--- config.mk ---
export PLATFORM = sky130hd
export DESIGN_NAME = ovr_bpred
export DESIGN_NICKNAME = d
export VERILOG_FILES = /design/src/rtl/ovr_bpred.sv
export SDC_FILE = /design/constraint.sdc
export NUM_CORES = 1
export LEC_CHECK = 0
export BUFFER_PORTS_ARGS = -buffer_cell sky130_fd_sc_hd__buf_2
export CAP_MARGIN = 10
export CORE_AREA = 2 2 233 235
export CTS_CLUSTER_DIAMETER = 40
export DETAILED_ROUTE_END_ITERATION = 8
export DIE_AREA = 0 0 235 237
export PLACE_DENSITY = 0.7
export RECOVER_POWER = 50
export SETUP_SLACK_MARGIN = 0.3
export SLEW_MARGIN = 20
export SYNTH_ARGS = -nofsm -noshare
export SYNTH_HDL_FRONTEND = slang
export SYNTH_SLANG_ARGS = --single-unit
--- constraint.sdc ---
create_clock -name clk -period 6.3 [get_ports clk]
set_clock_uncertainty 0.05 [all_clocks]
set_input_delay 1.89 -clock clk [delete_from_list [all_inputs] [get_ports clk]]
set_output_delay 1.89 -clock clk [all_outputs]
set_load 0.01 [all_outputs]
--- src/rtl/ovr_bpred.sv ---
module ovr_bpred #(
  parameter int PC_W   = 16,
  parameter int L1_W   = 6,
  parameter int HIST_W = 8,
  parameter int SET_W  = 4,
  parameter int TAG_W  = 6,
  parameter int ID_W   = 4
) (
  input  logic            clk,
  input  logic            rst_n,
  input  logic            flush,
  input  logic            req_valid,
  input  logic [PC_W-1:0] req_pc,
  input  logic [ID_W-1:0] req_id,
  input  logic            upd_valid,
  input  logic [PC_W-1:0] upd_pc,
  input  logic            upd_taken,
  output logic            early_valid,
  output logic            early_taken,
  output logic            late_valid,
  output logic [ID_W-1:0] late_id,
  output logic            late_taken,
  output logic            override
);
  localparam int L1_N  = 1 << L1_W;
  localparam int SETS  = 1 << SET_W;
  localparam int FOLDS = HIST_W / SET_W;

  function automatic logic [L1_W-1:0] l1_hash(input logic [PC_W-1:0] pc, input logic [HIST_W-1:0] h);
    return pc[L1_W+1:2] ^ h[L1_W-1:0];
  endfunction

  function automatic logic [SET_W-1:0] set_hash(input logic [PC_W-1:0] pc, input logic [HIST_W-1:0] h);
    logic [SET_W-1:0] r;
    r = pc[SET_W+1:2];
    for (int i = 0; i < FOLDS; i++) r = r ^ h[i*SET_W +: SET_W];
    return r;
  endfunction

  function automatic logic [TAG_W-1:0] tag_of(input logic [PC_W-1:0] pc);
    return pc[SET_W+TAG_W+1:SET_W+2];
  endfunction

  function automatic logic [1:0] step(input logic [1:0] c, input logic t);
    if (t) return (c == 2'b11) ? c : c + 2'b01;
    return (c == 2'b00) ? c : c - 2'b01;
  endfunction

  function automatic logic is_weak(input logic [1:0] c);
    return c[1] ^ c[0];
  endfunction

  logic [1:0]        l1_ctr [L1_N];
  logic [HIST_W-1:0] ghr;
  logic [1:0]        l2_v   [SETS];
  logic [TAG_W-1:0]  l2_tag [SETS][2];
  logic [1:0]        l2_ctr [SETS][2];

  // fast level
  logic [L1_W-1:0] q_idx;
  assign q_idx       = l1_hash(req_pc, ghr);
  assign early_valid = req_valid;
  assign early_taken = l1_ctr[q_idx][1];

  // slow level, stage 1
  logic             s1_v, s1_early;
  logic [ID_W-1:0]  s1_id;
  logic [SET_W-1:0] s1_set;
  logic [TAG_W-1:0] s1_tag;

  always_ff @(posedge clk) begin
    if (!rst_n) begin
      s1_v <= 1'b0;
      s1_early <= 1'b0;
      s1_id <= '0;
      s1_set <= '0;
      s1_tag <= '0;
    end else begin
      s1_v <= req_valid & ~flush;
      s1_early <= early_taken;
      s1_id <= req_id;
      s1_set <= set_hash(req_pc, ghr);
      s1_tag <= tag_of(req_pc);
    end
  end

  // slow level, stage 2
  logic       rd_hit;
  logic [1:0] rd_ctr;
  always_comb begin
    rd_hit = 1'b0;
    rd_ctr = 2'b00;
    for (int w = 0; w < 2; w++)
      if (l2_v[s1_set][w] && l2_tag[s1_set][w] == s1_tag) begin
        rd_hit = 1'b1;
        rd_ctr = l2_ctr[s1_set][w];
      end
  end

  always_ff @(posedge clk) begin
    if (!rst_n) begin
      late_valid <= 1'b0;
      late_id <= '0;
      late_taken <= 1'b0;
      override <= 1'b0;
    end else begin
      late_valid <= s1_v & ~flush;
      late_id <= s1_id;
      late_taken <= rd_hit ? rd_ctr[1] : s1_early;
      override <= s1_v & ~flush & rd_hit & (rd_ctr[1] ^ s1_early);
    end
  end

  // resolve
  logic [L1_W-1:0]  u_idx;
  logic [SET_W-1:0] u_set;
  logic [TAG_W-1:0] u_tag;
  logic             u_hit, u_way, u_vict, u_wrong;
  assign u_idx   = l1_hash(upd_pc, ghr);
  assign u_set   = set_hash(upd_pc, ghr);
  assign u_tag   = tag_of(upd_pc);
  assign u_wrong = l1_ctr[u_idx][1] ^ upd_taken;

  always_comb begin
    u_hit = 1'b0;
    u_way = 1'b0;
    for (int w = 0; w < 2; w++)
      if (l2_v[u_set][w] && l2_tag[u_set][w] == u_tag) begin
        u_hit = 1'b1;
        u_way = w[0];
      end
    if (!l2_v[u_set][0])                          u_vict = 1'b0;
    else if (!l2_v[u_set][1])                     u_vict = 1'b1;
    else if (is_weak(l2_ctr[u_set][0]))           u_vict = 1'b0;
    else if (is_weak(l2_ctr[u_set][1]))           u_vict = 1'b1;
    else                                          u_vict = 1'b0;
  end

  always_ff @(posedge clk) begin
    if (!rst_n) begin
      ghr <= '0;
      for (int i = 0; i < L1_N; i++) l1_ctr[i] <= 2'b01;
      for (int s = 0; s < SETS; s++) begin
        l2_v[s] <= 2'b00;
        for (int w = 0; w < 2; w++) begin
          l2_tag[s][w] <= '0;
          l2_ctr[s][w] <= 2'b01;
        end
      end
    end else if (upd_valid) begin
      l1_ctr[u_idx] <= step(l1_ctr[u_idx], upd_taken);
      ghr <= {ghr[HIST_W-2:0], upd_taken};
      if (u_hit)
        l2_ctr[u_set][u_way] <= step(l2_ctr[u_set][u_way], upd_taken);
      else if (u_wrong) begin
        l2_v[u_set][u_vict]   <= 1'b1;
        l2_tag[u_set][u_vict] <= u_tag;
        l2_ctr[u_set][u_vict] <= upd_taken ? 2'b10 : 2'b01;
      end
    end
  end
endmodule

# Word level (Yosys, flattened, before mapping)
# Memories as Yosys holds them, arrays and structs flattened. A register that Yosys moved wholly into a read port is not among the register bits.
# Cells that the tools add are included.
dict set report word_totals {
  reg_bits 27
  input_bits 42
  word_cells 140
  n_memories 4
  romBits 0
  mem_bits_rw 416
  output_inout_bits 9
  latch_bits 0
}
# memory depth width rd rd_clocked_by_memory_dff wr line
set mem_list {}
lappend mem_list {l2_tag 16 12 2 1 16 56} ;# logic [TAG_W-1:0] l2_tag [SETS][2];
lappend mem_list {l1_ctr 64 2 2 0 64 53} ;# logic [1:0] l1_ctr [L1_N];
lappend mem_list {l2_ctr 16 4 2 1 16 57} ;# logic [1:0] l2_ctr [SETS][2];
lappend mem_list {l2_v 16 2 2 1 16 55} ;# logic [1:0] l2_v [SETS];
dict set report op_classes {
  mul 0
  n_reduce_logical 13
  muxes 77
  magnitude_cmp 6
  n_bitwise 21
  n_addsub 4
  eq_ne 6
  div_mod_pow 0
  shift 0
}
# cell n
set op_table {}
lappend op_table {{$mux 2} 25}
lappend op_table {{$mux 4} 10}
lappend op_table {{$mux 12} 3}
lappend op_table {{$mux 1} 33}
lappend op_table {{$eq 6x6->1} 4}
lappend op_table {{$xor 4x4->4} 4}
lappend op_table {{$mux 6} 2}
lappend op_table {{$reduce_or 12->1} 1}
lappend op_table {{$xor 6x6->6} 2}
lappend op_table {{$logic_and 1x1->1} 7}
lappend op_table {{$demux 6 s1} 1}
lappend op_table {{$add 2x1->2 const B} 2}
lappend op_table {{$and 1x1->1} 4}
lappend op_table {{$demux 2 s1} 2}
lappend op_table {{$eq 2x2->1 const B} 2}
lappend op_table {{$ge 2x2->1 const B} 2}
lappend op_table {{$logic_not 2->1} 2}
lappend op_table {{$lt 2x1->1 const B} 2}
lappend op_table {{$not 1->2} 2}
lappend op_table {{$or 1x1->1} 4}
lappend op_table {{$reduce_or 2->1} 2}
lappend op_table {{$reduce_or 4->1} 1}
lappend op_table {{$sub 2x1->2 const B} 2}
lappend op_table {{$xor 1x1->1} 4}
lappend op_table {{other kinds (4)} 4}

# Longest topological paths before layout
# An unclocked memory read counts as a cell.
dict set report depth {
  ltp_word 19
  ltp_mapped 18
}

# Worst setup path before layout
# Ideal clock, no wire load.
dict set report synth_timing {
  kind {input to output}
  startpoint {in req_pc[2]}
  endpoint {out early_taken}
  required_time_ns 4.360
  path_slack_ns -0.122
  path_stages 6
  path_buffers 1
  t_arrival_ns 4.482
  cell_sequence {xor2_1 > clkbuf_1 > mux4_2 > mux4_2 > a211oi_1 > a21oi_1}
}
dict set report synth_via {
  elab_chain_len 2
}
# item line
set synth_rtl {}
lappend synth_rtl {{start: declaration} 13} ;# input logic [PC_W-1:0] req_pc,
lappend synth_rtl {{$xor 6x6->6} 30} ;# return pc[L1_W+1:2] ^ h[L1_W-1:0];
lappend synth_rtl {{$mem_v2 64x2} -}
lappend synth_rtl {{end: declaration} 19} ;# output logic early_taken,
# No other way between the ends.

==> results.tsv <==
metric	value	unit
synthArstFlopShare	0	%
antenna_found_initial	4	
pin_count	51	
ys_seq_elements	447	
crit_family	buffers and inverters	
synth-seq-area-share	54.0	%
clk_latency	0.62	ns
p_sw_share	26.7	%
yosysTopAreaCell	edfxtp_1	
syn_area	0.0237	sq mm
critPathCaptureType	register	
finalCritPeriodShare	95.1	%
dp.cells	2588	
synth_top_area_share	48.7	%
ant_nets	0	
io_buffers	38	
max-vdd-ir-drop	0.000296	V
multiInputGateArea	0.0101	sq mm
route.vias.total	16800	
post_drt_wl_per_cell	24.1	microns
root_buffer	clkbuf_16	
die-area	0.0557	sq mm
die_y	237	microns
cts_hold_buf	0	
power.share.combinational	13.7	%
crit_fanout	162	
yosys.area_share.xor_xnor	2.24	%
drc	0	
initial_utilization	44.5	%
area_delta_synth_final	13.8	%
power_switching	0.00207	W
synthFlopType	edfxtp_1	
arrival	5.98	ns
p_leak	8.99	nW
synth_compound_area_share	5.76	%
drv_slew	265	
status	complete, but fails checks	
violations	max-capacitance violations, max-slew violations	
track_usage	23.3	%
criticalPathCategory	in2reg	
timing.setup.tns	0	ns
dp_hpwl	43200	microns
critPathSlowestCell	clkbuf_2	
grt_max_degree	163	
min_path_type	reg2reg	
cts_num_sinks	447	
slowest_delay	2.23	ns
drt_iter0_markers	2190	
htreeDepth	2	
power_frac_clock	42.9	%
grt_pass1_vias	16600	
routed_wl	65100	microns
synth.distinct_cells	62	
slew_headroom	-125	%
yosys-top-cells-count	edfxtp_1, nor2_1, nand2_1, mux4_2, mux2i_1	
max_cap_violations	3	
routed_via_density	6.20	
design_area	0.0270	sq mm
worstPathRequired	6.29	ns
cts_buffers	56	
drive_gt1_share	22.2	%
grt_pass1_wl	98900	microns
gp_congestion	0.887	
min_period	5.99	ns
synth_most_common_cell	edfxtp_1	
synth.yosys.warnings	0	
worst_slew_pin_slew	3.37	ns
cts.reportedPaths.clkPinSlew	0.06	ns
syn_area_per_cell	12.3	sq um
stdcell_count	2705	
synth_edf_count	384	
core_region_area	0.0533	sq mm
placed_area	0.0250	sq mm
synth_top_family_by_area	multiplexers	
synthAdderAreaFrac	0.216	%
power.density	287	mW/mm^2
clk_path_buf_depth	3	
drt_pass1_iterations	5	
rsz0062_at_grt	no	
hold_viol_final	0	
setup_viol	0	
rows	85	
cts_tree	done	
p_seq_share	43.4	%
syn_inst	1928	
gr-total-overflow	0	
nets	2001	
reg2reg_setup_slack	0.82	ns
fillerInstances	4422	
crit_path_cell_trace	buf_6, clkbuf_2, o21ai_0	
p_int	0.00568	W
synth-simple-area-share	14.2	%
critPathBufInv	2	
synth_mux_area_share	19.6	%
die_w	235	microns
netlist_top_cells_area	edfxtp_1, mux4_2, dfxtp_1	
max_freq	167	MHz
layout.area.seq	0.0128	sq mm
crit_path_start_kind	input pin	
synth_fp_nets	1970	
-- cells in the final DEF (no fill, tap or decap), types with 15 or more instances in the layout --
| cell | count |
|---|---|
| buf_2 | 26 |
| clkbuf_16 | 57 |
| buf_4 | 92 |
| or3_1 | 24 |
| o22ai_1 | 24 |
| nor3_2 | 21 |
| clkbuf_1 | 25 |
| edfxtp_1 | 384 |
| a21oi_1 | 15 |
| a22oi_1 | 17 |
| xnor2_1 | 20 |
| mux2i_1 | 109 |
| nor2_1 | 292 |
| nand3_1 | 71 |
| and2_1 | 16 |
| mux4_2 | 150 |
| or3b_1 | 16 |
| o21ai_0 | 103 |
| nand2_1 | 244 |
| nor3_1 | 24 |
| dfxtp_1 | 61 |
-- metal layers --
layer	wire length, microns	vias up	part of all wire (%)	GRT usage, %
met5	11	-	0.017	0
met4	3100	2	4.8	11.3
met3	7120	206	11	5.29
met2	30900	1040	47	37.3
met1	24000	8248	37	30.0
li1	-	7275	-	-
-- layout make-up --
type                            count  area share [%]
Tap cell                          696            3.23
Antenna cell                        2          0.0186
Multi-Input combinational cell   1287            37.3
Clock inverter                     46            1.94
Sequential cell                   447            47.5
Inverter                            6          0.0835
Timing Repair Buffer              161            4.69
Clock buffer                       60            5.25
-- state kept, by name, summed over array words and instances (netlist names), named ones only --
signal / cells
s1_v: 1
late_id: 4
ghr: 8
l2_tag: 192
s1_id: 4
override: 1
late_valid: 1
s1_early: 1
s1_tag: 6
l2_ctr: 64
l1_ctr: 128
l2_v: 32
late_taken: 1
-- what timing repair did --
| item | 4_1_cts | 5_1_grt |
|---|---|---|
| resized for setup | 1 | 7 |
| buffers inserted | 4 | 4 |
| pin swaps | 0 | 1 |
| cloned | 0 | 1 |
| setup endpoints to repair | 1 | 1 |
-- stage by stage --
step / utilization [%] / worst slack (ns) / power [W] / hold slack (ns)
final: 50.6 / 0.308 / 0.00775 / 0.383
after global routing: 50.6 / 0.168 / 0.00796 / 0.402
after CTS: 50.7 / 0.312 / 0.00775 / 0.385
after detailed placement: 46.9 / 0.175 / 0.00446 / 0.371
after global placement: 46.9 / 0.211 / 0.00443 / 0.368
after floorplan: - / 0.334 / 0.00410 / 0.362
-- power groups by stage --
stage / clock network (W) / logic, W / registers, W
after global placement: 0 / 0.00102 / 0.00341
after detailed placement: 0 / 0.00103 / 0.00342
after CTS: 0.00335 / 0.00104 / 0.00336
after floorplan: 0 / 0.000723 / 0.00337
final: 0.00332 / 0.00106 / 0.00336
after global routing: 0.00347 / 0.00112 / 0.00337
-- logic make-up (layout without fill, tap and decap cells) --
group	after synthesis	in the layout
and+or+nand+nor	747	747
DFF	447	447
muxes	273	273
AOI/OAI and AO/OA	212	212
buffers and inverters	194	273
xor gates and xnor gates	50	50
adders and majority gates	5	5
other	0	2
-- path summary, 6_finish.rpt --
check                 startpoint                            to  depth (start not counted)
min          s1_id[0]$_SDFF_PN0_         late_id[0]$_SDFF_PN0_                          1
max                        rst_n  l2_tag[15][10]$_SDFFCE_PN0P_                          3
max reg2reg             register           override$_SDFF_PN0_                         10
min reg2reg  s1_id[0]$_SDFF_PN0_         late_id[0]$_SDFF_PN0_                          1
No activity file was read; power rests on OpenSTA's default activity.
